`config.mk`:
```
export PLATFORM = sky130hd
export DESIGN_NAME = bw_signed_mul
export DESIGN_NICKNAME = d
export VERILOG_FILES = /design/src/rtl/bw_mul_pkg.sv /design/src/rtl/bw_half_add.sv /design/src/rtl/bw_full_add.sv /design/src/rtl/bw_pp_array.sv /design/src/rtl/bw_ripple_rows.sv /design/src/rtl/bw_signed_mul.sv
export SDC_FILE = /design/constraint.sdc
export NUM_CORES = 1
export LEC_CHECK = 0
export BUFFER_PORTS_ARGS = -buffer_cell sky130_fd_sc_hd__buf_4
export CAP_MARGIN = 20
export CORE_AREA = 2 2 39 41
export DETAILED_ROUTE_END_ITERATION = 8
export DIE_AREA = 0 0 41 43
export SYNTH_ARGS = -nofsm -noshare
export SYNTH_HDL_FRONTEND = slang
export SYNTH_HIERARCHICAL = 1
export SYNTH_SLANG_ARGS = --single-unit
```
`constraint.sdc`:
```
create_clock -name vclk -period 10.9
set_input_delay 0.545 -clock vclk [all_inputs]
set_output_delay 0.545 -clock vclk [all_outputs]
set_load 0.02 [all_outputs]
```
`src/rtl/bw_mul_pkg.sv`:
```
package bw_mul_pkg;

   // A partial term is complemented when exactly one of its two bits is a sign bit.
   function automatic logic term_inverted(input int row, input int col, input int n);
      return ((row == n - 1) != (col == n - 1));
   endfunction

   localparam int MIN_WIDTH = 2;
   localparam int MAX_WIDTH = 32;

endpackage

```
`src/rtl/bw_half_add.sv`:
```
module bw_half_add (
   input  logic x,
   input  logic y,
   output logic s,
   output logic co
);
   assign s  = x ^ y;
   assign co = x & y;
endmodule

```
`src/rtl/bw_full_add.sv`:
```
module bw_full_add (
   input  logic x,
   input  logic y,
   input  logic ci,
   output logic s,
   output logic co
);
   logic s_mid;
   logic c_lo;
   logic c_hi;

   bw_half_add u_lo (.x(x),     .y(y),  .s(s_mid), .co(c_lo));
   bw_half_add u_hi (.x(s_mid), .y(ci), .s(s),     .co(c_hi));

   assign co = c_lo | c_hi;
endmodule

```
`src/rtl/bw_pp_array.sv`:
```
module bw_pp_array #(
   parameter int N = 4
) (
   input  logic [N-1:0]         a,
   input  logic [N-1:0]         b,
   output logic [N-1:0][N-1:0]  pp
);
   import bw_mul_pkg::*;

   for (genvar r = 0; r < N; r++) begin : g_row
      for (genvar c = 0; c < N; c++) begin : g_col
         if (term_inverted(r, c, N)) begin : g_neg
            assign pp[r][c] = ~(a[c] & b[r]);
         end else begin : g_pos
            assign pp[r][c] = a[c] & b[r];
         end
      end
   end
endmodule

```
`src/rtl/bw_ripple_rows.sv`:
```
module bw_ripple_rows #(
   parameter int N = 4
) (
   input  logic [N-1:0][N-1:0]  pp,
   output logic [2*N-1:0]       raw
);
   localparam int ROWS = N - 1;

   logic [ROWS:1][N-1:0] sum_w;
   logic [ROWS:1][N-1:0] carry_w;

   for (genvar r = 1; r <= ROWS; r++) begin : g_row
      for (genvar k = 0; k < N; k++) begin : g_cell
         logic up_w;

         if (k < N - 1) begin : g_mid
            if (r == 1) begin : g_first
               assign up_w = pp[0][k+1];
            end else begin : g_next
               assign up_w = sum_w[r-1][k+1];
            end
         end else begin : g_top
            if (r == 1) begin : g_inject
               assign up_w = 1'b1;
            end else begin : g_chain
               assign up_w = carry_w[r-1][N-1];
            end
         end

         if (k == 0) begin : g_half
            bw_half_add u_ha (
               .x  (pp[r][0]),
               .y  (up_w),
               .s  (sum_w[r][0]),
               .co (carry_w[r][0])
            );
         end else begin : g_full
            bw_full_add u_fa (
               .x  (pp[r][k]),
               .y  (up_w),
               .ci (carry_w[r][k-1]),
               .s  (sum_w[r][k]),
               .co (carry_w[r][k])
            );
         end
      end
   end

   assign raw[0] = pp[0][0];

   for (genvar r = 1; r <= ROWS; r++) begin : g_low_out
      assign raw[r] = sum_w[r][0];
   end

   for (genvar k = 1; k < N; k++) begin : g_high_out
      assign raw[N-1+k] = sum_w[ROWS][k];
   end

   assign raw[2*N-1] = carry_w[ROWS][N-1];
endmodule

```
`src/rtl/bw_signed_mul.sv`:
```
module bw_signed_mul #(
   parameter int N = 4
) (
   input  logic [N-1:0]   a,
   input  logic [N-1:0]   b,
   output logic [2*N-1:0] product
);
   import bw_mul_pkg::*;

   localparam int PW = 2 * N;

   if (N < MIN_WIDTH || N > MAX_WIDTH) begin : g_bad_width
      $error("bw_signed_mul: operand width N out of supported range");
   end

   logic [N-1:0][N-1:0] pp_w;
   logic [PW-1:0]       raw_w;

   bw_pp_array #(.N(N)) u_pp (
      .a  (a),
      .b  (b),
      .pp (pp_w)
   );

   bw_ripple_rows #(.N(N)) u_rows (
      .pp  (pp_w),
      .raw (raw_w)
   );

   assign product = {~raw_w[PW-1], raw_w[PW-2:0]};
endmodule

```
==> impl_metrics.tcl, run 1 <==
set metrics [dict create \
    status "completed" \
    dieArea_sq_mm 0.001763 \
    nets 95 \
    fin_ws_ps 5927 \
    grt_pass1_wl_microns 972 \
    syn_inst 50 \
    cpMostUsedCell "ha_1" \
    wl_microns 555 \
    finalSetupTns_ps 0 \
    detail-route-antenna-nets 0 \
    holdCritStartpoint "b[0]" \
    min_to "product[0]" \
    hold_ws_ps 1422 \
    ys_types 7 \
    cpPeakStageDelay_ps 290 \
    pre_cts_slack_ps 5883 \
    grt_overflow 0 \
    die_h_microns 43 \
    start_util_pct 30.83 \
    nClkBuffers 0 \
    gp_congestion 0.6597 \
    die_w_microns 41 \
    first_pass_iters 2 \
    diodes 0 \
    irDropWorstVdd_mv 0.08837 \
    drt_iter0_markers 2 \
    path_cells "buf_4 -> and2_1 -> ha_1 -> ha_1 -> or2_1 -> ha_1 -> ha_1 -> ha_1 -> or2_1 -> ha_1 -> or2_1 -> ha_1 -> ha_1 -> ha_1 -> or2_1 -> ha_1 -> or2_1 -> inv_1 -> buf_4" \
    crit_fanout 4 \
    cp-end-kind "output pin" \
    rsz0062_at_grt "no" \
    synthesis.nets 79 \
    fin_crit_ps 4973 \
    p_sw_share_pct 51.68 \
    grt_pass1_vias 247 \
    hp-class "input port to output pin" \
    layout_commonest_cell "ha_1" \
    arrival_ps 4430 \
    leakagePower_uw 0.0003298 \
    post_drt_wl_per_cell_microns 6.938 \
    placed_cells 80 \
    postCtsResizedCells 0 \
    viasPerCell 4.225 \
    ctsHoldBuffers 0 \
    flops_and_latches 0 \
    worstSetupPathType "input port to output pin" \
    p_int_uw 26.76 \
    mostFrequentLayoutCells "21 x ha_1, 16 x buf_4, 10 x and2_1" \
    setup_viol 0 \
    comb_power_share_pct 100.0 \
    seq_area_sq_um 0 \
    hold_viol_final 0 \
    finalCritPeriodShare_pct 45.62 \
    syn2layout_area_growth_pct 29.33 \
    finalMaxSlewViolations 0 \
    grt_max_degree 5 \
    syn-cell-area_sq_um 426.7 \
    drc_errors 0 \
    worstPathRequired_ps 10360 \
    seq_power_share_pct 0 \
    portBuffers 16 \
    grt_antenna_before_repair 0 \
    hold_depth 3 \
    power_switching_uw 28.62 \
    cp-start-kind "input port" \
    max_cap_viol_count 0 \
    power_uw 55.38 \
    stdcell_count 80 \
    slowest_stage "ha_1" \
    power_density_mw_per_mm2 100.4 \
    fmax_mhz 201.1 \
    clkPwrFrac_pct 0 \
    grt.total_usage_pct 7.393 \
    n_fill_cell 146 \
    coreArea_sq_mm 0.001384 \
    synth.yosys.seq_area_share_pct 0 \
    avgSynthCellArea_sq_um 8.533 \
    drive_gt1_share_pct 25.00 \
    std_cell_rows 14 \
    vias 338 \
    ys_warn_count 6 \
    cts_setup_buffers 0 \
    io_pins 16 \
]
power by group through the flow:
stage | Combinational [uW] | Clock [uW] | Sequential (uW)
2_1_floorplan | 39.7 | 0 | 0
3_3_place_gp | 56.3 | 0 | 0
3_5_place_dp | 56.6 | 0 | 0
4_1_cts | 57.0 | 0 | 0
5_1_grt | 62.9 | 0 | 0
6_report | 55.4 | 0 | 0
final cells by class:
class	instances	area [sq um]	share of cell area (%)
Inverter	1	3.754	0.6803
Multi-Input combinational cell	47	407.9	73.92
Tap cell	16	20.02	3.628
Timing Repair Buffer	16	120.1	21.77
through the flow:
stage          utilization [%]  area [sq um]
2_1_floorplan                -         426.7
3_3_place_gp             39.87         551.8
3_5_place_dp             39.87         551.8
4_1_cts                  39.87         551.8
5_1_grt                  39.87         551.8
6_report                 39.87         551.8
per-layer routing:
metal | up-vias | global-route usage (%) | part of all wire (%)
li1 | 194 | - | -
met1 | 136 | 11.71 | 49
met2 | 8 | 11.56 | 46
met3 | 0 | 0 | 5.0
met4 | 0 | 0 | 0
met5 | - | 0 | 0
worst max-delay path, delay by kind of cell:
kind / cells / cell delay [ps]
fa+ha+maj: 10 / 2320
simple gates: 6 / 1250
buf+inv: 3 / 300
cells in the mapped netlist:
library cell,instances,area share [%]
ha_1,21,62
conb_1,1,0.88
inv_1,1,0.88
and2_1,10,15
buf_4,2,3.5
nand2_1,6,5.3
or2_1,9,13
worst max path at each step:
stage          startpoint         end  slack [ps]  depth (start not counted)
3_5_place_dp         a[2]  product[7]        5880                         19
6_report             a[2]  product[7]        5930                         19
5_1_grt              a[2]  product[7]        5730                         19
4_1_cts              a[2]  product[7]        5900                         19
3_3_place_gp         a[2]  product[7]        5910                         19
2_1_floorplan        a[2]  product[7]        6050                         18
cells by family (layout without fill, tap and decap cells):
group,Yosys count,after routing,share of synthesized area (%)
fa+ha+maj,21,21,61.58
buf+inv,3,17,4.397
other cells,1,1,0.8789
simple gates,25,25,33.14
Power figures use the tool's default switching activity.
==> run 2, diff against run 1 <==
- clock period: 10.9 -> 5.05 ns (I/O delays scaled with it)
==> run 2 against run 1 <==
  * Global-route usage down 0.10 points
  * Via count up 3.8%
  * Core utilization unchanged
  * Sequential share of layout area stayed put
  * First-iteration DRC count decreased by 100%
  * Hold slack lost 580 ps
  * Combinational power grew 120%
  * Final cell count is the same
  * Largest power group unchanged
  * Highest routed layer unchanged
==> impl_metrics.tcl, run 2 (same netlist as run 1, synthesis figures left out) <==
set metrics [dict create \
    status "completed" \
    grt_pass1_wl_microns 979 \
    finalSetupTns_ps 0 \
    grt.total_usage_pct 7.293 \
    hp-class "input port to output pin" \
    layout_commonest_cell "ha_1" \
    flops_and_latches 0 \
    drc_errors 0 \
    path_cells "buf_4 -> and2_1 -> ha_1 -> ha_1 -> or2_1 -> ha_1 -> ha_1 -> ha_1 -> or2_1 -> ha_1 -> ha_1 -> ha_1 -> or2_1 -> ha_1 -> or2_1 -> ha_1 -> or2_1 -> inv_1 -> buf_4" \
    comb_power_share_pct 100.0 \
    mostFrequentLayoutCells "21 x ha_1, 16 x buf_4, 10 x and2_1" \
    seq_power_share_pct 0 \
    seq_area_sq_um 0 \
    detail-route-antenna-nets 0 \
    clkPwrFrac_pct 0 \
    worstPathRequired_ps 4800 \
    rsz0062_at_grt "no" \
    fin_crit_ps 4393 \
    start_util_pct 30.83 \
    crit_buf_inv 3 \
    gp_congestion 0.7061 \
    grt_antenna_before_repair 0 \
    finish.utilization_pct 39.87 \
    p_int_uw 57.62 \
    postCtsResizedCells 0 \
    drive_gt1_share_pct 25.00 \
    irDropWorstVdd_mv 0.1716 \
    nClkBuffers 0 \
    dieArea_sq_mm 0.001763 \
    power_density_mw_per_mm2 217.0 \
    coreArea_sq_mm 0.001384 \
    wl_microns 589 \
    dpl.hpwl_microns 595.6 \
    drt_iter0_markers 0 \
    crit_family "adder cells" \
    post_drt_wl_per_cell_microns 7.363 \
    setup_viol 0 \
    hold_ws_ps 839.6 \
    ctsHoldBuffers 0 \
    grt_max_degree 5 \
    fmax_mhz 227.6 \
    p_sw_share_pct 51.88 \
    std_cell_rows 14 \
    syn2layout_area_growth_pct 29.33 \
    arrival_ps 4140 \
    cp-start-kind "input port" \
    die_w_microns 41 \
    cts_setup_buffers 0 \
    io_pins 16 \
    max_cap_viol_count 0 \
    vias 351 \
    cp-end-kind "output pin" \
    portBuffers 16 \
    leakagePower_uw 0.0003298 \
    finalCritPeriodShare_pct 87.00 \
    diodes 0 \
    cpMostUsedCell "ha_1" \
    cpPeakStageDelay_ps 290 \
    power_switching_uw 62.14 \
    viasPerCell 4.388 \
    grt_overflow 0 \
    nets 95 \
    finalMaxSlewViolations 0 \
    hold_viol_final 0 \
    die_h_microns 43 \
    grt_pass1_vias 262 \
    worstSetupPathType "input port to output pin" \
    slowest_stage "ha_1" \
    crit_fanout 4 \
    first_pass_iters 1 \
]
[run 2: cell counts in the layout (fill, tap and decap cells not counted)]
No cell type changed its count.
[run 2: per-layer routing]
layer,vias to the layer above,global-route usage [%],wire [microns]
li1,194,-,-
met1,149,9.810,284
met2,8,13.13,279
met3,0,0,25
met4,0,0,0
met5,-,0,0
[run 2: worst min-delay path, stage by stage]
cell and delay [ps]:
buf_4 90, and2_1 110, buf_4 130
[run 2: final timing paths]
check	to	start	cells past startpoint	slack, ps
max	product[7]	a[2]	19	660
min	product[0]	b[0]	3	840
[run 2: metrics by stage]
stage	instance area [sq um]	worst slack (ps)	instances	total power, uW
2_1_floorplan	426.7	786.2	50	85.59
4_1_cts	551.8	622.7	80	123.1
3_5_place_dp	551.8	616.9	80	122.3
5_1_grt	551.8	434.5	80	136.1
6_report	551.8	656.6	80	119.8
3_3_place_gp	551.8	647.9	80	121.6
[run 2: power by group through the flow]
stage	registers, uW	clock network, uW	logic (uW)
after floorplan	0	0	85.6
after global placement	0	0	122
after detailed placement	0	0	122
after CTS	0	0	123
after global routing	0	0	136
final	0	0	120
[run 2: final cells by class]
class                      count  area [sq um]
tap                           16         20.02
fill                         148         832.0
multi-input combinational     47         407.9
timing repair buffer          16         120.1
inverter                       1         3.754
==> run 3, diff against run 2 <==
- ABC_AREA: unset -> 1
==> run 3 against run 2 <==
  * Synthesized area up 13%
  * Die area unchanged
  * Via count up 24%
  * Maximum frequency up 19%
  * Critical path depth up 6
  * Design area up 10%
  * Clock-buffer cell count unchanged
  * Setup slack better by 710 ps
  * Flip-flop and latch count unchanged
  * Global-route usage up 0.60 points
==> impl_metrics.tcl, run 3 <==
set metrics [dict create \
    status "completed" \
    rsz0062_at_grt "no" \
    grt.total_usage_pct 7.892 \
    ys_types 5 \
    dpl.hpwl_microns 617.5 \
    drc_errors 0 \
    cpPeakStageDelay_ps 300 \
    fin_crit_ps 3681 \
    worstSetupPathType "input port to output pin" \
    hp-class "input port to output pin" \
    postCtsResizedCells 0 \
    grt_overflow 0 \
    wl_microns 620 \
    crit_fanout 4 \
    seq_area_sq_um 0 \
    yosys.area.top_type_share_pct 54.26 \
    viasPerCell 4.037 \
    arrival_ps 3430 \
    vias 436 \
    grt_pass1_vias 289 \
    finalMaxSlewViolations 0 \
    synthTopCellsByArea "ha_1 54%, inv_1 22%, nand2_1 19%" \
    coreArea_sq_mm 0.001384 \
    std_cell_rows 14 \
    hold_ws_ps 813.8 \
    synthesis.nets 107 \
    cpMostUsedCell "ha_1" \
    syn2layout_area_growth_pct 25.84 \
    cp-start-kind "input port" \
    ctsHoldBuffers 0 \
    finalCritPeriodShare_pct 72.88 \
    avgSynthCellArea_sq_um 6.208 \
    grt_pass1_wl_mm 1.055 \
    die_w_microns 41 \
    nClkBuffers 0 \
    yosys.area.top_type "ha_1" \
    power_density_mw_per_mm2 203.9 \
    finish.utilization_pct 44.03 \
    dieArea_sq_mm 0.001763 \
    leakagePower_uw 0.0004544 \
    synth.yosys.seq_area_share_pct 0 \
    grt_antenna_before_repair 0 \
    finalSetupTns_ps 0 \
    slowest_stage "ha_1" \
    syn-cell-area_sq_um 484.2 \
    io_pins 16 \
    diodes 0 \
    first_pass_iters 4 \
    synth_most_common_cell "inv_1" \
    grt_max_degree 5 \
    drt_iter0_markers 5 \
    max_cap_viol_count 0 \
    drive_gt1_share_pct 17.39 \
    synthTopCellsByCount "29 x inv_1, 25 x nand2_1, 21 x ha_1" \
    worstPathRequired_ps 4800 \
    syn_inst 78 \
    die_h_microns 43 \
    portBuffers 16 \
    flops_and_latches 0 \
    nets 123 \
    gp_congestion 0.7530 \
    setup_viol 0 \
    n_fill_cell 150 \
    ys_warn_count 6 \
    irDropWorstVdd_mv 0.1566 \
    post_drt_wl_per_cell_microns 5.741 \
    mostFrequentLayoutCells "29 x inv_1, 25 x nand2_1, 21 x ha_1" \
    cts_setup_buffers 0 \
    detail-route-antenna-nets 0 \
    fmax_mhz 271.7 \
    start_util_pct 34.99 \
    layout_commonest_cell "inv_1" \
    cp-end-kind "output pin" \
    hold_viol_final 0 \
]
[run 3: cell count changes after synthesis]
cell | before | now
inv_1 | 1 | 29
nand2_1 | 6 | 25
and2_1 | 10 | 0
or2_1 | 9 | 0
[run 3: routing by layer]
layer | vias up | global-route usage, % | share of wire, %
met5 | - | 0 | 0
met4 | 0 | 0 | 0
met3 | 0 | 0 | 7.4
met2 | 11 | 13.44 | 46
met1 | 175 | 11.39 | 46
li1 | 250 | - | -
[run 3: stage by stage]
stage	cell area (sq um)	std cells	total power (uW)	setup WS, ps
after floorplan	484.2	78	90.40	1525
after global placement	609.3	108	126.8	1378
after detailed placement	609.3	108	127.0	1348
after CTS	609.3	108	127.5	1342
after global routing	609.3	108	141.2	1147
final	609.3	108	124.2	1369
[run 3: layout make-up]
cell class         count  area, sq um  area share (%)
repair buffers        16        120.1           19.71
well taps             16        20.02           3.285
multi-input cells     47        360.3           59.14
inverters             29        108.9           17.86
[run 3: cell families after synthesis]
group         count (synthesis)  share of synthesized area [%]
other cells                   1                         0.7745
simple gates                 25                          19.38
buf+inv                      31                          25.58
fa+ha+maj                    21                          54.26
[run 3: critical path, delay by kind of cell]
kind                       cells  cell delay [ps]
and+or+nand+nor                6              280
buffers and inverters          9              580
adders and majority gates     10             2330
[run 3: where the power goes]
group / internal (uW) / switching (uW)
sequential: 0 / 0
clock: 0 / 0
combinational: 56.4 / 67.8
[run 3: worst paths after layout]
| kind | startpoint | to | slack, ps | cells after the start |
|---|---|---|---|---|
| worst max-delay path | a[2] | product[7] | 1370 | 25 |
| worst min-delay path | a[0] | product[0] | 810 | 4 |
